==> config.mk <==
export PLATFORM = sky130hd
export DESIGN_NAME = ps2_dev_tx
export DESIGN_NICKNAME = d
export VERILOG_FILES = /design/src/rtl/ps2tx_pkg.sv /design/src/rtl/ps2tx_phase_timer.sv /design/src/rtl/ps2tx_quiet_det.sv /design/src/rtl/ps2tx_frame_shreg.sv /design/src/rtl/ps2_dev_tx.sv
export SDC_FILE = /design/constraint.sdc
export NUM_CORES = 1
export LEC_CHECK = 0
export BUFFER_PORTS_ARGS = -buffer_cell sky130_fd_sc_hd__buf_2
export CAP_MARGIN = 40
export CORE_UTILIZATION = 59
export CTS_CLUSTER_DIAMETER = 50
export CTS_CLUSTER_SIZE = 30
export DETAILED_ROUTE_END_ITERATION = 16
export PLACE_DENSITY_LB_ADDON = 0.05
export SYNTH_ARGS = -nofsm -noshare
export SYNTH_HDL_FRONTEND = slang
export SYNTH_HIERARCHICAL = 1
export SYNTH_SLANG_ARGS = --single-unit
==> constraint.sdc <==
create_clock -name clk -period 2.15 [get_ports clk]
set_clock_uncertainty 0.15 [all_clocks]
set_input_delay 0.43 -clock clk [delete_from_list [all_inputs] [get_ports clk]]
set_output_delay 0.43 -clock clk [all_outputs]
set_load 0.005 [all_outputs]
==> src/rtl/ps2tx_pkg.sv <==
package ps2tx_pkg;

    localparam int BYTE_W     = 8;
    localparam int FRAME_BITS = BYTE_W + 3;

    typedef enum logic [2:0] {
        ST_IDLE,
        ST_QUIET,
        ST_HIGH,
        ST_LOW,
        ST_GAP
    } tx_state_e;

    // Order inside the struct is wire order: start bit leaves first (LSB).
    typedef struct packed {
        logic              stop;
        logic              par;
        logic [BYTE_W-1:0] payload;
        logic              start;
    } frame_t;

    function automatic logic odd_parity(input logic [BYTE_W-1:0] d);
        return ~(^d);
    endfunction

    function automatic frame_t make_frame(input logic [BYTE_W-1:0] d);
        frame_t f;
        f.start   = 1'b0;
        f.payload = d;
        f.par     = odd_parity(d);
        f.stop    = 1'b1;
        return f;
    endfunction

    function automatic int max3(input int a, input int b, input int c);
        int m;
        m = a;
        if (b > m) m = b;
        if (c > m) m = c;
        return m;
    endfunction

endpackage

==> src/rtl/ps2tx_phase_timer.sv <==
module ps2tx_phase_timer #(
    parameter int W = 12
) (
    input  logic         clk,
    input  logic         rst,
    input  logic         clr,
    output logic [W-1:0] cnt
);
    always_ff @(posedge clk) begin
        if (rst || clr) cnt <= '0;
        else            cnt <= cnt + 1'b1;
    end
endmodule

==> src/rtl/ps2tx_quiet_det.sv <==
module ps2tx_quiet_det #(
    parameter int QUIET_CYC = 2500
) (
    input  logic clk,
    input  logic rst,
    input  logic en,
    input  logic clk_in,
    input  logic dat_in,
    output logic ok
);
    localparam int QW = $clog2(QUIET_CYC + 1);

    logic [QW-1:0] run;
    logic          both_high;

    assign both_high = clk_in & dat_in;

    always_ff @(posedge clk) begin
        if (rst || !en || !both_high)      run <= '0;
        else if (run != QW'(QUIET_CYC))    run <= run + 1'b1;
    end

    assign ok = en && both_high && (run >= QW'(QUIET_CYC - 1));
endmodule

==> src/rtl/ps2tx_frame_shreg.sv <==
module ps2tx_frame_shreg
    import ps2tx_pkg::*;
(
    input  logic              clk,
    input  logic              rst,
    input  logic              load,
    input  logic [BYTE_W-1:0] din,
    input  logic              step,
    output logic              cur_bit
);
    logic [FRAME_BITS-1:0] sr;

    always_ff @(posedge clk) begin
        if (rst)       sr <= '1;
        else if (load) sr <= make_frame(din);
        else if (step) sr <= {1'b1, sr[FRAME_BITS-1:1]};
    end

    assign cur_bit = sr[0];
endmodule

==> src/rtl/ps2_dev_tx.sv <==
module ps2_dev_tx
    import ps2tx_pkg::*;
#(
    parameter int LOW_CYC   = 2000,
    parameter int HIGH_CYC  = 2000,
    parameter int SETUP_CYC = 750,
    parameter int QUIET_CYC = 2500,
    parameter int GAP_CYC   = 2500
) (
    input  logic              clk,
    input  logic              rst,
    input  logic              tx_valid,
    input  logic [BYTE_W-1:0] tx_byte,
    output logic              busy,
    output logic              done,
    output logic              aborted,
    output logic              clk_drive_low,
    output logic              dat_drive_low,
    input  logic              clk_line_in,
    input  logic              dat_line_in
);
    localparam int MAXC   = max3(LOW_CYC, HIGH_CYC, GAP_CYC);
    localparam int CW     = $clog2(MAXC + 1);
    localparam int BIW    = $clog2(FRAME_BITS + 1);
    localparam int SET_AT = HIGH_CYC - SETUP_CYC - 1;

    tx_state_e      state, nstate;
    logic [CW-1:0]  cnt;
    logic [BIW-1:0] bit_idx;
    logic           phase_clr, load, step, abort_now, done_now;
    logic           quiet_ok, cur_bit, dat_q, done_q, abort_q;

    ps2tx_phase_timer #(.W(CW)) u_timer (
        .clk (clk),
        .rst (rst),
        .clr (phase_clr),
        .cnt (cnt)
    );

    ps2tx_quiet_det #(.QUIET_CYC(QUIET_CYC)) u_quiet (
        .clk    (clk),
        .rst    (rst),
        .en     (state == ST_QUIET),
        .clk_in (clk_line_in),
        .dat_in (dat_line_in),
        .ok     (quiet_ok)
    );

    ps2tx_frame_shreg u_shreg (
        .clk     (clk),
        .rst     (rst),
        .load    (load),
        .din     (tx_byte),
        .step    (step),
        .cur_bit (cur_bit)
    );

    always_comb begin
        nstate    = state;
        phase_clr = 1'b0;
        load      = 1'b0;
        step      = 1'b0;
        abort_now = 1'b0;
        done_now  = 1'b0;
        unique case (state)
            ST_IDLE: begin
                phase_clr = 1'b1;
                if (tx_valid) begin
                    load   = 1'b1;
                    nstate = ST_QUIET;
                end
            end
            ST_QUIET: begin
                phase_clr = 1'b1;
                if (quiet_ok) nstate = ST_HIGH;
            end
            ST_HIGH: begin
                if (cnt != '0 && !clk_line_in) begin
                    abort_now = 1'b1;
                    phase_clr = 1'b1;
                    nstate    = ST_IDLE;
                end else if (cnt == CW'(HIGH_CYC - 1)) begin
                    phase_clr = 1'b1;
                    nstate    = ST_LOW;
                end
            end
            ST_LOW: begin
                if (cnt == CW'(LOW_CYC - 1)) begin
                    phase_clr = 1'b1;
                    step      = 1'b1;
                    nstate    = (bit_idx == BIW'(FRAME_BITS - 1)) ? ST_GAP : ST_HIGH;
                end
            end
            ST_GAP: begin
                if (cnt == CW'(GAP_CYC - 1)) begin
                    phase_clr = 1'b1;
                    done_now  = 1'b1;
                    nstate    = ST_IDLE;
                end
            end
            default: begin
                phase_clr = 1'b1;
                nstate    = ST_IDLE;
            end
        endcase
    end

    always_ff @(posedge clk) begin
        if (rst) begin
            state   <= ST_IDLE;
            bit_idx <= '0;
            dat_q   <= 1'b0;
            done_q  <= 1'b0;
            abort_q <= 1'b0;
        end else begin
            state   <= nstate;
            done_q  <= done_now;
            abort_q <= abort_now;
            if (load)      bit_idx <= '0;
            else if (step) bit_idx <= bit_idx + 1'b1;
            if (nstate == ST_IDLE)
                dat_q <= 1'b0;
            else if (state == ST_HIGH && cnt == CW'(SET_AT))
                dat_q <= ~cur_bit;
        end
    end

    assign busy          = (state != ST_IDLE);
    assign done          = done_q;
    assign aborted       = abort_q;
    assign clk_drive_low = (state == ST_LOW);
    assign dat_drive_low = dat_q;

endmodule

==> results of run 1 <==
==> critical path, stage by stage, from the launching register on <==
cell and delay, ns:
dfxtp_1 0.45, and4b_1 0.29, nand4_4 0.13, nor2_4 0.26
mux2_2 0.37, mux2i_1 0.15, nand2b_1 0.08
==> stage by stage <==
| step | area (um^2) | cells | power (mW) |
|---|---|---|---|
| after floorplan | 2316 | 257 | 0.9310 |
| after global placement | 2469 | 322 | 0.9626 |
| after detailed placement | 2469 | 322 | 0.9655 |
| after CTS | 2559 | 330 | 1.498 |
| after global routing | 2559 | 330 | 1.543 |
| final | 2559 | 330 | 1.475 |
==> worst min-delay path by stage <==
stage / from / end / depth (start not counted)
after detailed placement: u_quiet/run[11]$_SDFFE_PP0P_ / u_quiet/run[11]$_SDFFE_PP0P_ / 2
after CTS: tx_byte[6] / u_shreg/sr[7]$_SDFFE_PP1P_ / 3
final: tx_byte[5] / u_shreg/sr[6]$_SDFFE_PP1P_ / 3
after global routing: tx_byte[6] / u_shreg/sr[7]$_SDFFE_PP1P_ / 3
after global placement: u_quiet/run[11]$_SDFFE_PP0P_ / u_quiet/run[11]$_SDFFE_PP0P_ / 2
after floorplan: u_quiet/run[11]$_SDFFE_PP0P_ / u_quiet/run[11]$_SDFFE_PP0P_ / 2
==> cells in the mapped netlist (2+ instances only) <==
library cell | count | share of area
dfxtp_1 | 44 | 0.38
nor2_1 | 20 | 0.032
a21oi_1 | 17 | 0.037
nand2_1 | 16 | 0.026
mux2i_1 | 14 | 0.061
inv_1 | 13 | 0.021
nand3_1 | 12 | 0.026
xnor2_1 | 11 | 0.042
nand2b_1 | 10 | 0.027
mux2_2 | 8 | 0.039
nor3_1 | 8 | 0.017
o21ai_0 | 7 | 0.015
or3_1 | 7 | 0.019
o31ai_1 | 6 | 0.019
or4_1 | 6 | 0.019
ha_1 | 5 | 0.027
xor2_1 | 5 | 0.019
and2_1 | 4 | 0.011
buf_2 | 3 | 0.0065
nand4_1 | 3 | 0.0081
nor4_1 | 3 | 0.0081
o21a_1 | 3 | 0.0097
or2_2 | 3 | 0.0081
a41oi_1 | 2 | 0.0076
and4b_1 | 2 | 0.0086
buf_6 | 2 | 0.0097
clkbuf_1 | 2 | 0.0032
==> power by group through the flow <==
stage               clock [mW]  sequential [mW]  combinational, mW
floorplan                    0            0.854             0.0774
global route             0.583            0.839              0.121
detailed placement           0            0.857              0.109
global placement             0            0.856              0.106
finish                   0.529            0.837              0.109
CTS                      0.551            0.837              0.110
==> logic make-up after synthesis <==
kind of cell / Yosys count
xor+xnor: 16
fa+ha+maj: 5
flops: 44
simple gates: 109
buf+inv: 20
compound gates: 41
mux: 22
==> layout by cell type, fill, tap and decap left out, types with 2 or more instances in the layout <==
cell type / synthesis / routed
ha_1: 5 / 5
o21ai_0: 7 / 7
nand2b_1: 10 / 10
nor3_1: 8 / 8
clkbuf_1: 2 / 2
nor4_1: 3 / 3
nand4_1: 3 / 3
a21oi_1: 17 / 17
xnor2_1: 11 / 11
and2_1: 4 / 4
or4_1: 6 / 6
or3_1: 7 / 7
o31ai_1: 6 / 6
mux2_2: 8 / 8
nand3_1: 12 / 12
nor2_1: 20 / 20
o21a_1: 3 / 3
xor2_1: 5 / 5
buf_2: 3 / 17
dfxtp_1: 44 / 44
a41oi_1: 2 / 2
mux2i_1: 14 / 14
or2_2: 3 / 3
clkbuf_8: 0 / 6
and4b_1: 2 / 2
buf_4: 0 / 7
nand2_1: 16 / 16
inv_1: 13 / 13
==> final cells by class <==
class / instances / area [um^2]
clock buffer: 8 / 90.09
fill: 325 / 1157
inverter: 13 / 48.80
multi-input combinational: 193 / 1341
sequential: 44 / 880.8
tap: 48 / 60.06
timing repair buffer: 24 / 137.6
==> registers in the layout (all words and copies together) (netlist names) <==
register,count
aborted,1
bit_idx,4
dat_drive_low,1
done,1
state,3
u_quiet/run,12
u_shreg/sr,10
u_timer/cnt,12
==> per-layer routing <==
layer / vias up / wire, um / global-route usage
li1: 973 / - / -
met1: 858 / 2101 / 0.3001
met2: 29 / 2007 / 0.3842
met3: 7 / 99 / 0.04225
met4: 0 / 88 / 0.1250
met5: - / 0 / 0
==> impl_metrics.json, run 1 <==
{
  "fp-row-count": 22,
  "drt_wl_total_um": 4296,
  "synth_compound_area_frac": 0.1118,
  "cts-root-buf": "clkbuf_8",
  "wl_per_cell_um": 13.02,
  "grt_max_degree": 23,
  "clkLatencyLatePin_ns": 0.30,
  "grt_antenna_before_repair": 0,
  "worst_slack_ns": 0.1627,
  "synth_top_family_by_area": "simple AND/OR/NAND/NOR gates",
  "clock.fmax_mhz": 503.2,
  "swShare": 0.2221,
  "dp_slack_ns": 0.1729,
  "hpwl_um": 3209,
  "crit_start": "u_timer/cnt[2]$_SDFF_PP0_",
  "crit_fanout": 10,
  "nets": 299,
  "fin_tns_setup_ns": 0,
  "power_switching_uw": 327.7,
  "overflow": 0,
  "p_seq_frac": 0.568,
  "cts_resized": 0,
  "vias_per_cell": 5.658,
  "cts.path.max_buffers": 2,
  "pwr-share-clk": 0.359,
  "holdCritPathClass": "in2reg",
  "coreArea_um2": 3716,
  "yosysSeqAreaShare": 0.3803,
  "comb_power_share": 0.074,
  "drc": 0,
  "hold_viol": 0,
  "leakagePower_nw": 0.9001,
  "route.vias.total": 1867,
  "cts_tree": "built",
  "r2r_cells": 6,
  "start_util": 0.6232,
  "maxSlewHeadroom": 0.7263,
  "die_h_um": 64.65,
  "critPathArrivalTime_ns": 2.03,
  "setup.worst_path.end": "u_shreg/sr[1]$_SDFFE_PP1P_",
  "rr_startpoint": "u_timer/cnt[2]$_SDFF_PP0_",
  "ys.warnings.count": 6,
  "synth_edf_count": 0,
  "dieWidth_um": 64.65,
  "grt_pass1_wl_um": 7617,
  "worstMarginPinSlew_ns": 0.4068,
  "crit_type": "reg2reg",
  "synthToLayoutAreaGrowth_pct": 10.48,
  "setup-violations-final": 0,
  "grt.total_usage": 0.2376,
  "yosys_register_bits": 44,
  "synth.avg_cell_area_um2": 9.012,
  "synth_fp_nets": 275,
  "powerDensity_nw_per_um2": 576.6,
  "ir_drop_mv": 0.3564,
  "postCtsSetupBuffers": 0,
  "end_kind": "flip-flop",
  "drv_cap": 0,
  "reg2reg_slack_ns": 0.16,
  "numPortBuffers": 17,
  "synth_xor_area_frac": 0.06051,
  "design.die.area_um2": 4180,
  "async_flop_share": 0,
  "final_core_util": 0.6886,
  "fin_crit_sh": 0.9243,
  "critical_path_required_ns": 2.19,
  "status": "complete, no violations",
  "drtPass1Iterations": 4,
  "ctsHoldBuffers": 0,
  "numCtsBuffers": 5,
  "synth.distinct_cells": 48,
  "syn_inst": 257,
  "period_needed_ns": 1.987,
  "drtAntennaViolNets": 0,
  "synth.mux.area_fraction": 0.09941,
  "reg2reg_to": "u_shreg/sr[1]$_SDFFE_PP1P_",
  "routabilityCongestion": 0.7712,
  "internal-power_mw": 1.148,
  "rsz0062_at_grt": "no",
  "cts_sinks": 44,
  "grt_pass1_vias": 1757,
  "diodes": 0,
  "path_clk_slew_ns": 0.08,
  "holdWs_ns": 0.2234,
  "yosys.area_share.simple": 0.2804,
  "finalMaxSlewViolations": 0,
  "htree_levels": 2,
  "synthAdderAreaFrac": 0.02701,
  "yosys_most_used_dff": "dfxtp_1",
  "first_iter_violations": 119,
  "drive_gt1_frac": 0.1773,
  "critPathLaunchType": "flip-flop",
  "io_pins": 18,
  "syn_area_um2": 2316
}
No activity file was read; power rests on OpenSTA's default activity.
==> inputs of run 2 (changes only) <==
--- a/config.mk
+++ b/config.mk
@@ -7,7 +7,9 @@
 export LEC_CHECK = 0
 export BUFFER_PORTS_ARGS = -buffer_cell sky130_fd_sc_hd__buf_2
 export CAP_MARGIN = 40
-export CORE_UTILIZATION = 59
+export CELL_PAD_IN_SITES_DETAIL_PLACEMENT = 1
+export CELL_PAD_IN_SITES_GLOBAL_PLACEMENT = 2
+export CORE_UTILIZATION = 37
 export CTS_CLUSTER_DIAMETER = 50
 export CTS_CLUSTER_SIZE = 30
 export DETAILED_ROUTE_END_ITERATION = 16
==> impl_metrics.json, run 2 (same netlist as run 1, synthesis figures left out) <==
{
  "status": "complete, no violations",
  "fin_tns_setup_ns": 0,
  "drt_wl_total_um": 5271,
  "rr_startpoint": "state[1]$_SDFF_PP0_",
  "final_common_cell": "dfxtp_1",
  "crit_fanout": 12,
  "reg2reg_slack_ns": 0.13,
  "cts.path.max_buffers": 2,
  "cts_resized": 0,
  "top_regs": "u_quiet/run x12, u_timer/cnt x12, u_shreg/sr x10",
  "cts-root-buf": "clkbuf_8",
  "grt_pass1_wl_um": 8562,
  "overflow": 0,
  "grt_max_degree": 18,
  "design.die.area_um2": 6580,
  "finalMaxSlewViolations": 0,
  "drive_gt1_frac": 0.1930,
  "setup-violations-final": 0,
  "leakagePower_nw": 0.9158,
  "end_kind": "flip-flop",
  "grt.total_usage": 0.1723,
  "final_cell_mix": "dfxtp_1, nor2_1, a21oi_1, buf_2, nand2_1",
  "wl_per_cell_um": 14.64,
  "rsz0062_at_grt": "no",
  "drv_cap": 0,
  "setup.worst_path.end": "u_shreg/sr[2]$_SDFFE_PP1P_",
  "clock.fmax_mhz": 495.4,
  "htree_levels": 2,
  "drtAntennaViolNets": 0,
  "cts_tree": "built",
  "nets": 303,
  "drc": 0,
  "io_pins": 18,
  "coreArea_um2": 5991,
  "crit_start": "state[1]$_SDFF_PP0_",
  "hold_viol": 0,
  "start_util": 0.3866,
  "fp-row-count": 28,
  "die_h_um": 81.12,
  "dieWidth_um": 81.12,
  "numCtsBuffers": 5,
  "final_core_util": 0.4363,
  "maxSlewHeadroom": 0.7334,
  "postCtsSetupBuffers": 0,
  "hpwl_um": 4057,
  "fin_crit_sh": 0.9389,
  "drtPass1Iterations": 4,
  "min-delay-start": "tx_byte[4]",
  "cts_sinks": 44,
  "worstMarginPinSlew_ns": 0.3977,
  "r2r_cells": 6,
  "route.vias.total": 1897,
  "period_needed_ns": 2.019,
  "numPortBuffers": 17,
  "powerDensity_nw_per_um2": 554.3,
  "ir_drop_mv": 0.2343,
  "clkLatencyLatePin_ns": 0.29,
  "grt_pass1_vias": 1783,
  "grt_antenna_before_repair": 0,
  "diodes": 0,
  "path_clk_slew_ns": 0.08,
  "critPathArrivalTime_ns": 2.06,
  "synthToLayoutAreaGrowth_pct": 12.86,
  "critical_path_required_ns": 2.19,
  "first_iter_violations": 38,
  "fillerInstances": 741,
  "reg2reg_to": "u_shreg/sr[2]$_SDFFE_PP1P_",
  "ctsHoldBuffers": 0,
  "critPathLaunchType": "flip-flop",
  "vias_per_cell": 5.269,
  "crit_type": "reg2reg",
  "holdCritPathClass": "in2reg",
  "routabilityCongestion": 0.7215
}
## run 2: changes by cell type in the layout (fill, tap and decap cells not counted), sizes merged
cell      change
buf           +4
clkinv        +1
clkbuf        -3
clkinvlp      +1
## run 2: critical path: stages, from the launching register on
cell and delay (ns):
dfxtp_1 0.46, and2b_1 0.18, nand2_1 0.17, nor2_4 0.36
mux2_2 0.38, mux2i_1 0.15, nand2b_1 0.07
## run 2: final cells by class
class	instances	area, um^2	area share
Clock inverter	2	12.51	0.004787
Timing Repair Buffer	28	167.7	0.06415
Tap cell	75	93.84	0.03590
Sequential cell	44	880.8	0.3370
Clock buffer	5	68.82	0.02633
Multi-Input combinational cell	193	1341	0.5132
Inverter	13	48.80	0.01867
## run 2: per-layer routing
layer,track usage,vias to the layer above,part of all wire
li1,-,970,-
met1,0.2340,906,0.52
met2,0.2706,19,0.45
met3,0.03708,2,0.019
met4,0.05357,0,0.0063
met5,0,-,0
## run 2: worst min-delay path by stage
stage | end | depth (start not counted)
finish | u_shreg/sr[5]$_SDFFE_PP1P_ | 3
global placement | u_quiet/run[11]$_SDFFE_PP0P_ | 2
detailed placement | u_quiet/run[11]$_SDFFE_PP0P_ | 2
global route | u_shreg/sr[6]$_SDFFE_PP1P_ | 3
floorplan | u_quiet/run[11]$_SDFFE_PP0P_ | 2
CTS | u_shreg/sr[5]$_SDFFE_PP1P_ | 3
## run 2: through the flow
| stage | setup WS, ns | area, um^2 | hold slack, ns | power [mW] | instances |
|---|---|---|---|---|---|
| after floorplan | 0.1760 | 2316 | 0.2968 | 0.9310 | 257 |
| after detailed placement | 0.1352 | 2532 | 0.3296 | 0.9696 | 353 |
| final | 0.1315 | 2614 | 0.2305 | 1.449 | 360 |
| after CTS | 0.1256 | 2614 | 0.2212 | 1.477 | 360 |
| after global routing | 0.02929 | 2614 | 0.2386 | 1.523 | 360 |
| after global placement | 0.1910 | 2532 | 0.3276 | 0.9668 | 353 |
## run 2: report_power, final
part / switching, mW / total [mW] / internal (mW)
sequential: 0.00889 / 0.838 / 0.829
clock: 0.281 / 0.501 / 0.220
combinational: 0.0523 / 0.110 / 0.0577
==> inputs of run 3 (changes only) <==
--- a/config.mk
+++ b/config.mk
@@ -8,8 +8,8 @@
 export BUFFER_PORTS_ARGS = -buffer_cell sky130_fd_sc_hd__buf_2
 export CAP_MARGIN = 40
 export CELL_PAD_IN_SITES_DETAIL_PLACEMENT = 1
-export CELL_PAD_IN_SITES_GLOBAL_PLACEMENT = 2
-export CORE_UTILIZATION = 37
+export CELL_PAD_IN_SITES_GLOBAL_PLACEMENT = 1
+export CORE_UTILIZATION = 45
 export CTS_CLUSTER_DIAMETER = 50
 export CTS_CLUSTER_SIZE = 30
 export DETAILED_ROUTE_END_ITERATION = 16
==> impl_metrics.json, run 3 (same netlist as run 1, synthesis figures left out) <==
{
  "swShare": 0.2296,
  "vias_per_cell": 5.563,
  "grt.total_usage": 0.2093,
  "critPathArrivalTime_ns": 2.06,
  "critPathLaunchType": "flip-flop",
  "placed_cells": 343,
  "grt_pass1_vias": 1831,
  "dpl_cell_area_um2": 2507,
  "grt_max_degree": 23,
  "highest_layer": "met4",
  "holdWs_ns": 0.2156,
  "final_cell_mix": "dfxtp_1, nor2_1, a21oi_1, buf_2, nand2_1",
  "drtAntennaViolNets": 0,
  "setup-violations-final": 0,
  "design.die.area_um2": 5438,
  "design_area_um2": 2650,
  "seq_area_um2": 880.8,
  "start_util": 0.4777,
  "die_h_um": 73.74,
  "rsz0062_at_grt": "no",
  "holdPathStages": 3,
  "leakagePower_nw": 0.9304,
  "clock.fmax_mhz": 498.9,
  "hold_viol": 0,
  "dp_slack_ns": 0.08086,
  "cts_tree": "built",
  "fillerInstances": 592,
  "rr_startpoint": "u_timer/cnt[2]$_SDFF_PP0_",
  "fp-row-count": 25,
  "top_regs": "u_quiet/run x12, u_timer/cnt x12, u_shreg/sr x10",
  "routabilityCongestion": 0.7777,
  "reg2reg_to": "u_shreg/sr[2]$_SDFFE_PP1P_",
  "grt_antenna_before_repair": 0,
  "multiInputGateArea_um2": 1353,
  "numCtsBuffers": 5,
  "synthToLayoutAreaGrowth_pct": 14.42,
  "worst_slack_ns": 0.1456,
  "reg2reg_slack_ns": 0.15,
  "drtPass1Iterations": 4,
  "period_needed_ns": 2.004,
  "finalMaxSlewViolations": 0,
  "wl_met1_um": 2531,
  "powerDensity_nw_per_um2": 602.3,
  "crit_fanout": 11,
  "ctsHoldBuffers": 0,
  "stdcell_count": 352,
  "wl_per_cell_um": 14.87,
  "end_kind": "flip-flop",
  "dieWidth_um": 73.74,
  "drc": 0,
  "numPortBuffers": 17,
  "status": "complete, no violations",
  "met3_wirelength_um": 146,
  "internal-power_mw": 1.230,
  "io_pins": 18,
  "comb_power_share": 0.069,
  "drv_cap": 0,
  "diodes": 0,
  "holdCritPathClass": "in2reg",
  "clkLatencyLatePin_ns": 0.31,
  "pwr-share-clk": 0.406,
  "path_clk_slew_ns": 0.09,
  "overflow": 0,
  "hold_end": "u_shreg/sr[5]$_SDFFE_PP1P_",
  "drive_gt1_frac": 0.2000,
  "r2r_cells": 7,
  "htree_levels": 2,
  "hpwl_um": 3843,
  "fin_crit_sh": 0.9323,
  "cts_sinks": 44,
  "coreArea_um2": 4848,
  "drt_wl_total_um": 5233,
  "worstMarginPinSlew_ns": 0.3899,
  "ir_drop_mv": 0.3316,
  "p_seq_frac": 0.526,
  "fin_tns_setup_ns": 0,
  "power_switching_uw": 366.5,
  "wl_met2_um": 2471,
  "crit_type": "reg2reg",
  "min-delay-start": "tx_byte[4]",
  "route.vias.total": 1958,
  "critical_path_required_ns": 2.21,
  "cts.path.max_buffers": 2,
  "cts-root-buf": "clkbuf_8",
  "nets": 302,
  "grt_pass1_wl_um": 8583,
  "first_iter_violations": 52,
  "final_common_cell": "dfxtp_1",
  "maxSlewHeadroom": 0.7376
}
[run 3: changes by cell type in the layout (fill, tap and decap cells not counted), sizes merged]
cell	delta
bufinv	+1
buf	-1
[run 3: worst max path at each step]
stage	from	endpoint	slack [ns]	cells past startpoint
5_1_grt	u_timer/cnt[5]$_SDFF_PP0_	u_timer/cnt[8]$_SDFF_PP0_	0.02	6
3_5_place_dp	state[1]$_SDFF_PP0_	u_shreg/sr[2]$_SDFFE_PP1P_	0.08	6
4_1_cts	state[1]$_SDFF_PP0_	u_shreg/sr[2]$_SDFFE_PP1P_	0.07	6
3_3_place_gp	state[1]$_SDFF_PP0_	dat_drive_low$_SDFFE_PP0P_	0.15	6
2_1_floorplan	u_timer/cnt[2]$_SDFF_PP0_	u_shreg/sr[1]$_SDFFE_PP1P_	0.18	7
6_report	u_timer/cnt[2]$_SDFF_PP0_	u_shreg/sr[2]$_SDFFE_PP1P_	0.15	7
[run 3: area by class of cell]
cell class / count / share of cell area
Multi-Input combinational cell: 193 / 0.5104
Clock buffer: 5 / 0.02597
Inverter: 13 / 0.01841
Sequential cell: 44 / 0.3324
Clock inverter: 3 / 0.01605
Timing Repair Buffer: 27 / 0.06516
Tap cell: 67 / 0.03163
[run 3: critical path: stages, from the launching register on]
cell and delay, ns:
dfxtp_1 0.46, and4b_1 0.28, nand4_4 0.14, nor2_4 0.15, buf_12 0.14, mux2_2 0.34
mux2i_1 0.17, nand2b_1 0.07
[run 3: per-layer routing]
metal  global-route usage  up-vias
li1                     -      975
met1               0.2824      951
met2               0.3231       24
met3              0.04527        8
met4              0.08333        0
met5                    0        -
[run 3: power groups by stage]
| stage | combinational, mW | clock [mW] | sequential, mW |
|---|---|---|---|
| 2_1_floorplan | 0.0774 | 0 | 0.854 |
| 3_3_place_gp | 0.106 | 0 | 0.857 |
| 3_5_place_dp | 0.111 | 0 | 0.858 |
| 4_1_cts | 0.111 | 0.667 | 0.839 |
| 5_1_grt | 0.119 | 0.695 | 0.841 |
| 6_report | 0.110 | 0.647 | 0.839 |
[run 3: what timing repair did]
| action | CTS | global route |
|---|---|---|
| endpoints found under the setup margin | 0 | 8 |
| gates resized for setup | 0 | 2 |
| buffers inserted | 0 | 1 |
[run 3: metrics by stage]
stage | power (mW) | util
global placement | 0.9634 | 0.5172
CTS | 1.618 | 0.5401
detailed placement | 0.9686 | 0.5172
floorplan | 0.9310 | -
global route | 1.655 | 0.5466
finish | 1.596 | 0.5466
